File: src/rtl/irq_hub_pkg.sv
package irq_hub_pkg;
  // register map (addresses decoded by the register block)
  localparam int REG_ENABLE = 0;
  localparam int REG_EDGE   = 1;
  localparam int REG_FALL   = 2;
  localparam int REG_QUAL   = 3;
  localparam int REG_PEND   = 4;
endpackage

File: src/rtl/irq_hub_sync.sv
module irq_hub_sync #(
  parameter int W = 8
) (
  input  logic         clk_i,
  input  logic         rst_n_i,
  input  logic [W-1:0] d_i,
  output logic [W-1:0] q_o
);
  logic [W-1:0] meta_q;
  logic [W-1:0] sync_q;

  always_ff @(posedge clk_i or negedge rst_n_i) begin
    if (!rst_n_i) begin
      meta_q <= '0;
      sync_q <= '0;
    end else begin
      meta_q <= d_i;
      sync_q <= meta_q;
    end
  end

  assign q_o = sync_q;
endmodule

File: src/rtl/irq_hub_regs.sv
module irq_hub_regs
  import irq_hub_pkg::*;
#(
  parameter int N_SRC    = 8,
  parameter int QUAL_W   = 8,
  parameter int DATA_W   = 16,
  parameter int ADDR_W   = 3,
  parameter int DEF_QUAL = 4
) (
  input  logic              clk_i,
  input  logic              rst_n_i,
  input  logic              wr_en_i,
  input  logic [ADDR_W-1:0] addr_i,
  input  logic [DATA_W-1:0] wr_data_i,
  output logic [DATA_W-1:0] rd_data_o,
  input  logic [N_SRC-1:0]  pend_i,
  output logic [N_SRC-1:0]  enable_o,
  output logic [N_SRC-1:0]  edge_o,
  output logic [N_SRC-1:0]  fall_o,
  output logic [QUAL_W-1:0] qual_o
);
  logic [N_SRC-1:0]  enable_q;
  logic [N_SRC-1:0]  edge_q;
  logic [N_SRC-1:0]  fall_q;
  logic [QUAL_W-1:0] qual_q;

  always_ff @(posedge clk_i or negedge rst_n_i) begin
    if (!rst_n_i) begin
      enable_q <= '0;
      edge_q   <= '0;
      fall_q   <= '0;
      qual_q   <= QUAL_W'(DEF_QUAL);
    end else if (wr_en_i) begin
      case (addr_i)
        ADDR_W'(REG_ENABLE): enable_q <= wr_data_i[N_SRC-1:0];
        ADDR_W'(REG_EDGE):   edge_q   <= wr_data_i[N_SRC-1:0];
        ADDR_W'(REG_FALL):   fall_q   <= wr_data_i[N_SRC-1:0];
        ADDR_W'(REG_QUAL):   qual_q   <= wr_data_i[QUAL_W-1:0];
        default: ;
      endcase
    end
  end

  always_comb begin
    case (addr_i)
      ADDR_W'(REG_ENABLE): rd_data_o = DATA_W'(enable_q);
      ADDR_W'(REG_EDGE):   rd_data_o = DATA_W'(edge_q);
      ADDR_W'(REG_FALL):   rd_data_o = DATA_W'(fall_q);
      ADDR_W'(REG_QUAL):   rd_data_o = DATA_W'(qual_q);
      ADDR_W'(REG_PEND):   rd_data_o = DATA_W'(pend_i);
      default:             rd_data_o = '0;
    endcase
  end

  assign enable_o = enable_q;
  assign edge_o   = edge_q;
  assign fall_o   = fall_q;
  assign qual_o   = qual_q;
endmodule

File: src/rtl/irq_hub_src.sv
module irq_hub_src #(
  parameter int N_SRC = 8
) (
  input  logic             clk_i,
  input  logic             rst_n_i,
  input  logic [N_SRC-1:0] line_i,
  input  logic [N_SRC-1:0] edge_i,
  input  logic [N_SRC-1:0] fall_i,
  input  logic [N_SRC-1:0] clr_i,
  output logic [N_SRC-1:0] pend_o
);
  logic [N_SRC-1:0] line_d_q;
  logic [N_SRC-1:0] evt_q;
  logic [N_SRC-1:0] hit;

  for (genvar g = 0; g < N_SRC; g++) begin : g_src
    // transition detect on the raw synchronized line, so that changing
    // the polarity bit never manufactures an event
    assign hit[g] = fall_i[g] ? (~line_i[g] & line_d_q[g])
                              : (line_i[g] & ~line_d_q[g]);

    always_ff @(posedge clk_i or negedge rst_n_i) begin
      if (!rst_n_i) begin
        line_d_q[g] <= 1'b0;
        evt_q[g]    <= 1'b0;
      end else begin
        line_d_q[g] <= line_i[g];
        if (!edge_i[g])    evt_q[g] <= 1'b0;
        else if (hit[g])   evt_q[g] <= 1'b1;  // new event beats a clear
        else if (clr_i[g]) evt_q[g] <= 1'b0;
      end
    end

    assign pend_o[g] = edge_i[g] ? evt_q[g] : (line_i[g] ^ fall_i[g]);
  end
endmodule

File: src/rtl/irq_hub_arb.sv
module irq_hub_arb #(
  parameter int N_SRC = 8,
  parameter int IDX_W = 3
) (
  input  logic             clk_i,
  input  logic             rst_n_i,
  input  logic [N_SRC-1:0] req_i,
  input  logic             ack_i,
  output logic             hold_o,
  output logic [IDX_W-1:0] id_o,
  output logic [N_SRC-1:0] clr_o
);
  logic [IDX_W-1:0] win;
  logic             hold_q;
  logic [IDX_W-1:0] id_q;

  always_comb begin
    win = '0;
    for (int i = N_SRC - 1; i >= 0; i--) begin
      if (req_i[i]) win = IDX_W'(i);
    end
  end

  always_ff @(posedge clk_i or negedge rst_n_i) begin
    if (!rst_n_i) begin
      hold_q <= 1'b0;
      id_q   <= '0;
    end else if (hold_q) begin
      if (ack_i) hold_q <= 1'b0;
    end else if (|req_i) begin
      hold_q <= 1'b1;
      id_q   <= win;
    end
  end

  assign hold_o = hold_q;
  assign id_o   = id_q;
  assign clr_o  = (hold_q && ack_i) ? (N_SRC'(1) << id_q) : '0;
endmodule

File: src/rtl/irq_hub_nmi.sv
module irq_hub_nmi #(
  parameter int QUAL_W = 8
) (
  input  logic              clk_i,
  input  logic              rst_n_i,
  input  logic              line_i,
  input  logic [QUAL_W-1:0] qual_i,
  input  logic              ack_i,
  output logic              acc_o,
  output logic              pend_o
);
  localparam int CW = QUAL_W + 1;

  logic          line_d_q;
  logic          run_q;
  logic [CW-1:0] cnt_q;
  logic [CW-1:0] need;
  logic          rise;
  logic          acc;
  logic          pend_q;

  assign need = (qual_i == '0) ? CW'(1) : CW'(qual_i);
  assign rise = line_i & ~line_d_q;
  assign acc  = (rise && need <= CW'(1)) ||
                (run_q && line_i && (cnt_q + CW'(1) >= need));

  always_ff @(posedge clk_i or negedge rst_n_i) begin
    if (!rst_n_i) begin
      line_d_q <= 1'b0;
      run_q    <= 1'b0;
      cnt_q    <= '0;
      pend_q   <= 1'b0;
    end else begin
      line_d_q <= line_i;
      if (rise) begin
        cnt_q <= CW'(1);
        run_q <= (need > CW'(1));
      end else if (run_q) begin
        if (!line_i || acc) run_q <= 1'b0;
        else                cnt_q <= cnt_q + CW'(1);
      end
      if (acc)        pend_q <= 1'b1;
      else if (ack_i) pend_q <= 1'b0;
    end
  end

  assign acc_o  = acc;
  assign pend_o = pend_q;
endmodule

File: src/rtl/irq_hub.sv
module irq_hub #(
  parameter int N_SRC    = 8,
  parameter int QUAL_W   = 8,
  parameter int DATA_W   = 16,
  parameter int ADDR_W   = 3,
  parameter int DEF_QUAL = 4,
  parameter int IDX_W    = (N_SRC > 1) ? $clog2(N_SRC) : 1
) (
  input  logic              clk_i,
  input  logic              rst_n_i,
  input  logic              wr_en_i,
  input  logic [ADDR_W-1:0] addr_i,
  input  logic [DATA_W-1:0] wr_data_i,
  output logic [DATA_W-1:0] rd_data_o,
  input  logic [N_SRC-1:0]  src_i,
  input  logic              nmi_i,
  output logic              irq_o,
  output logic [IDX_W-1:0]  irq_id_o,
  input  logic              irq_ack_i,
  output logic              nmi_o,
  input  logic              nmi_ack_i
);
  logic [N_SRC-1:0]  src_s;
  logic              nmi_s;
  logic [N_SRC-1:0]  enable_q;
  logic [N_SRC-1:0]  edge_q;
  logic [N_SRC-1:0]  fall_q;
  logic [QUAL_W-1:0] qual_q;
  logic [N_SRC-1:0]  pend_vec;
  logic [N_SRC-1:0]  req_vec;
  logic [N_SRC-1:0]  clr_vec;
  logic              hold_q;
  logic              nmi_acc;
  logic              nmi_pend;

  irq_hub_sync #(.W(N_SRC + 1)) u_sync (
    .clk_i   (clk_i),
    .rst_n_i (rst_n_i),
    .d_i     ({nmi_i, src_i}),
    .q_o     ({nmi_s, src_s})
  );

  irq_hub_regs #(
    .N_SRC(N_SRC), .QUAL_W(QUAL_W), .DATA_W(DATA_W),
    .ADDR_W(ADDR_W), .DEF_QUAL(DEF_QUAL)
  ) u_regs (
    .clk_i     (clk_i),
    .rst_n_i   (rst_n_i),
    .wr_en_i   (wr_en_i),
    .addr_i    (addr_i),
    .wr_data_i (wr_data_i),
    .rd_data_o (rd_data_o),
    .pend_i    (pend_vec),
    .enable_o  (enable_q),
    .edge_o    (edge_q),
    .fall_o    (fall_q),
    .qual_o    (qual_q)
  );

  irq_hub_src #(.N_SRC(N_SRC)) u_src (
    .clk_i   (clk_i),
    .rst_n_i (rst_n_i),
    .line_i  (src_s),
    .edge_i  (edge_q),
    .fall_i  (fall_q),
    .clr_i   (clr_vec),
    .pend_o  (pend_vec)
  );

  assign req_vec = pend_vec & enable_q;

  irq_hub_arb #(.N_SRC(N_SRC), .IDX_W(IDX_W)) u_arb (
    .clk_i   (clk_i),
    .rst_n_i (rst_n_i),
    .req_i   (req_vec),
    .ack_i   (irq_ack_i),
    .hold_o  (hold_q),
    .id_o    (irq_id_o),
    .clr_o   (clr_vec)
  );

  irq_hub_nmi #(.QUAL_W(QUAL_W)) u_nmi (
    .clk_i   (clk_i),
    .rst_n_i (rst_n_i),
    .line_i  (nmi_s),
    .qual_i  (qual_q),
    .ack_i   (nmi_ack_i),
    .acc_o   (nmi_acc),
    .pend_o  (nmi_pend)
  );

  assign nmi_o = nmi_pend;
  assign irq_o = hold_q & ~nmi_pend;
endmodule

File: config.mk
export PLATFORM = sky130hd
export DESIGN_NAME = irq_hub
export DESIGN_NICKNAME = d
export VERILOG_FILES = /design/src/rtl/irq_hub_pkg.sv /design/src/rtl/irq_hub_sync.sv /design/src/rtl/irq_hub_regs.sv /design/src/rtl/irq_hub_src.sv /design/src/rtl/irq_hub_arb.sv /design/src/rtl/irq_hub_nmi.sv /design/src/rtl/irq_hub.sv
export SDC_FILE = /design/constraint.sdc
export NUM_CORES = 1
export LEC_CHECK = 0
export ABC_CLOCK_PERIOD_IN_PS = 7170
export BUFFER_PORTS_ARGS = -buffer_cell sky130_fd_sc_hd__buf_2
export CAP_MARGIN = 5
export CORE_AREA = 5 5 96 98
export CTS_CLUSTER_DIAMETER = 50
export DETAILED_ROUTE_END_ITERATION = 7
export DIE_AREA = 0 0 101 103
export GPL_ROUTABILITY_DRIVEN = 0
export GPL_TIMING_DRIVEN = 1
export PLACE_DENSITY = 0.82
export SYNTH_ARGS = -nofsm -noshare
export SYNTH_HDL_FRONTEND = slang
export SYNTH_HIERARCHICAL = 1
export SYNTH_SLANG_ARGS = --single-unit
File: constraint.sdc
create_clock -name clk_i -period 7.17 [get_ports clk_i]
set_input_delay 0.717 -clock clk_i [delete_from_list [all_inputs] [get_ports clk_i]]
set_output_delay 0.717 -clock clk_i [all_outputs]
set_load 0.05 [all_outputs]
Word-level counts from Yosys, hierarchy flattened
Cells that the tools add are included.
{ "totals": {"regBits": 82, "input_bits": 33, "output_inout_bits": 21, "word_cells": 172} }
{ "classes": {"addsub": 1, "n_lt_le_gt_ge": 3, "n_eq_ne": 13, "shift": 1, "mux": 62, "bitwise_logic": 46, "reduce_logical": 18} }
{ "ops": {"columns": ["op", "n"], "rows": [
  ["2-to-1 mux 1 bit", 48],
  ["one-hot mux 8 bit (5 select lines)", 1],
  ["2-to-1 mux 9 bit", 3],
  ["2-to-1 mux 3 bit", 8],
  ["inequality test 3 x 2 -> 1 bit, second input constant", 8],
  ["inverter 1 bit", 19],
  ["bitwise AND 1 bit", 18],
  ["2-to-1 mux 8 bit", 2],
  ["AND reduction 2 bit", 6],
  ["adder 9 x 1 -> 9 bit, second input constant", 1],
  ["greater-or-equal comparator 9 bit", 1],
  ["> comparator 9 x 1 -> 1 bit, second input constant", 1],
  ["<= comparator 9 x 1 -> 1 bit, second input constant", 1],
  ["bitwise AND 8 bit", 1],
  ["logical NOT 8 bit", 1],
  ["OR reduction 8 bit", 1],
  ["<< shifter 1 x 3 -> 8 bit, first input constant", 1],
  ["bitwise XOR 1 bit", 8],
  ["equality test 3 x 2 -> 1 bit, second input constant", 2],
  ["logical AND 1 bit", 4],
  ["nonzero test 2 bit", 2],
  ["equality test 3 x 1 -> 1 bit, second input constant", 1],
  ["equality test 3 bit, second input constant", 1],
  ["logical NOT 3 bit", 1],
  ["3 further kinds", 4]
]} }

Longest topological paths before layout
{ "logic_depth": {"word_depth": 11, "ltp_mapped": 11, "mapped_depth_nobuf": 10} }

Hierarchy
The synthesis kept the hierarchy.
{ "modules_own_cells": {"columns": ["mod", "instances", "cells_per_inst", "area_each_um2", "seq_area_each_um2"], "rows": [
  ["irq_hub_regs", 1, 130, 1661.6, 802.0],
  ["irq_hub_nmi", 1, 90, 919.6, 300.3],
  ["irq_hub_src", 1, 71, 787.0, 400.4],
  ["irq_hub_sync", 1, 18, 450.4, 450.4],
  ["irq_hub_arb", 1, 37, 301.5, 100.1],
  ["irq_hub", 1, 9, 63.8, 0.0]
]} }

Worst setup path after synthesis
Ideal clock, no wire load.
{ "synth_path": {"kind": "in2out", "from": "in addr_i[1]", "to": "out rd_data_o[0]", "t_arrival_ps": 2074, "required_ps": 6453, "slack_ps": 4379, "stages": 5, "n_path_buf": 2, "cell_sequence": "buf_6 -> clkbuf_1 -> nor3b_1 -> a21oi_1 -> o22ai_1"} }
{ "synth_via": {"elab_chain_len": 2, "word_cells_on_any_way": 6, "classes_between": "eq/ne: 4; mux: 1; reduce/logical: 1"} }
{ "synth_rtl": {"columns": ["item", "line", "rtl"], "rows": [
  ["from (decl)", "irq_hub.sv:12", "input logic [ADDR_W-1:0] addr_i,"],
  ["equality test 3 bit (tied with other cells)", "irq_hub_regs.sv:45", "case (addr_i)"],
  ["one-hot mux 8 bit (5 select lines) (*)", "irq_hub_regs.sv:45", null],
  ["to (decl)", "irq_hub.sv:14", "output logic [DATA_W-1:0] rd_data_o,"]
]} }
Mark *: on every way between the ends. The rest lies on a longest branch, timed or not.

Final worst setup path
{ "layout_path": {"from": "in addr_i[0]", "to": "out rd_data_o[4]"} }
The elaborated chain is that of the path after synthesis.

==> results.toml <==
[finish]
diodes = 0
regArea_mm2 = 0.00205
nets = 434
multi_input_area_mm2 = 0.00199
final_layout_size_suffix_gt1_share_pct = 28.5
layout-area-overhead-vs-synth_pct = 11.7
final_cell_area_mm2 = 0.00467
fillers = 704

[clock_network]
cts_resized = 0
root_buffer = "clkbuf_8"
cts_buffers = 9
cts_sinks = 82
cts_tree = "done"
cts_hold_buffers = 0
clockBufferDepth = 2
postCtsSetupBuffers = 0
path_clk_slew_ns = 0.08
htreeDepth = 3
clk_latency_ns = 0.36

[floorplanning]
die_area_mm2 = 0.0104
start_util_pct = 49.9
core_area_mm2 = 0.00838
rows = 34
die_w_um = 101
io_pins = 54
fp.dieH_um = 103

[timing]
final-setup-viol-count = 0
relSlewSlack_pct = 32.5
finalSetupTns_ns = 0
final_max_slew_viol_count = 0
layout_min_cycle_time_ns = 3.32
rsz0062_at_grt = "false"
fin_skew_ns = 0.0153
worst_pin_slew_ns = 1.01
hold_viol = 0
timing.final.crit_share_pct = 46.3
fmaxAchievable_mhz = 301

[global_route]
grt_max_degree = 83
antenna_found_initial = 0
grt_overflow_total = 0
grt_use_total_pct = 18.1
grt_pass1_vias = 2879
grt_pass1_wl_um = 14400

[route]
ant_nets = 0
via_per_inst = 5.70
wl_per_cell_um = 17.3
wirelength_um = 8720
vias = 2880
drt-pass1-iter-count = 4
route.detailed.drc = 0
drt_iter0_markers = 125

[pwr]
total_power_mw = 1.42
power.density_mw_per_mm2 = 304
ir_worst_vdd_mv = 0.155
p_leak_nw = 2.08

[worst_hold_path]
min_from = "u_sync/meta_q[7]"
hold_depth = 0
worstHoldPathType = "register to register"
whs_endpoint = "u_sync/q_o[7]"

[critical_path]
rrSetupSlack_ns = 4.28
crit_fanout = 23
r2r-start = "u_nmi/cnt_q[0]"
r2r_end = "u_nmi/cnt_q[5]"
arrival_ns = 2.60
required_ns = 6.45
crit_path_start_kind = "input pin"
r2r_cells = 9
cp-end-kind = "output pin"
critPathKind = "input pin to output pin"

[job]
drv_cap = 0

[placed_design]
port_buffers = 37
place_area_mm2 = 0.00442
hpwl_um = 6170

[synth]
ys_warn_count = 6
syn-cell-area_mm2 = 0.00418
synth_area_per_cell_um2 = 11.8
syn-instance-count = 354

[outcome]
status = "finished clean"
## cell usage in the layout (no fill, tap or decap), drive strengths merged, types with 6 or more instances in the layout
master   n
o21ai   12
dfrtp   81
nor3b   15
nor2b   14
inv     15
buf     39
o31a     7
mux2    39
and2    11
conb     8
xnor2   10
ha       9
nor2    14
nand2   14
o22ai    8
clkbuf   9
nand3    6
a22oi    7
a21oi   11
nor3     6
and3b    7
## per-stage QoR
| step | hold slack [ns] | setup slack [ns] | cells | util (%) |
|---|---|---|---|---|
| 2_1_floorplan | 0.331 | 4.38 | 361 | - |
| 3_3_place_gp | 0.332 | 3.99 | 489 | 52.8 |
| 3_5_place_dp | 0.336 | 3.94 | 489 | 52.8 |
| 4_1_cts | 0.354 | 3.93 | 505 | 55.7 |
| 5_1_grt | 0.359 | 3.77 | 505 | 55.7 |
| 6_report | 0.352 | 3.85 | 505 | 55.7 |
## power by group
group          switching, mW  internal, mW
combinational          0.232         0.164
sequential            0.0808         0.535
clock                  0.173         0.234
## registers in the layout, indices dropped and copies added (netlist names), 3 cells and up
register,count
u_sync/q_o,9
u_arb/id_o,3
u_src/evt_q,8
u_src/line_d_q,8
u_regs/qual_o,8
u_sync/meta_q,9
u_regs/edge_o,8
u_regs/enable_o,8
u_nmi/cnt_q,9
u_regs/fall_o,8
## critical path, stage by stage
cell and delay [ns]:
buf_2 0.42, nor2b_1 0.67, a22oi_1 0.19, o22ai_1 0.28
buf_2 0.32
## layout make-up
cell class,instances,share of cell area (%)
clock buffer,9,2.65
clock inverter,7,2.60
inverter,12,0.965
multi-input combinational,248,42.6
sequential,82,44.0
tap,108,2.89
timing repair buffer,39,4.34
## layer usage
layer | global-route usage (%) | share of wire (%)
met3 | 2.91 | 4.4
met4 | 9.30 | 2.7
met1 | 23.2 | 44
met5 | 0 | 0
met2 | 29.9 | 49
## worst max-delay path by stage
stage                         endpoint  cells after the start  slack, ns      start
after global placement    rd_data_o[4]                      5       3.99  addr_i[0]
after global routing      rd_data_o[4]                      5       3.77  addr_i[0]
after detailed placement  rd_data_o[2]                      5       3.94  addr_i[0]
final                     rd_data_o[4]                      5       3.85  addr_i[0]
after floorplan           rd_data_o[0]                      5       4.38  addr_i[1]
after CTS                 rd_data_o[2]                      5       3.93  addr_i[0]
(Power assumes the default switching activity.)
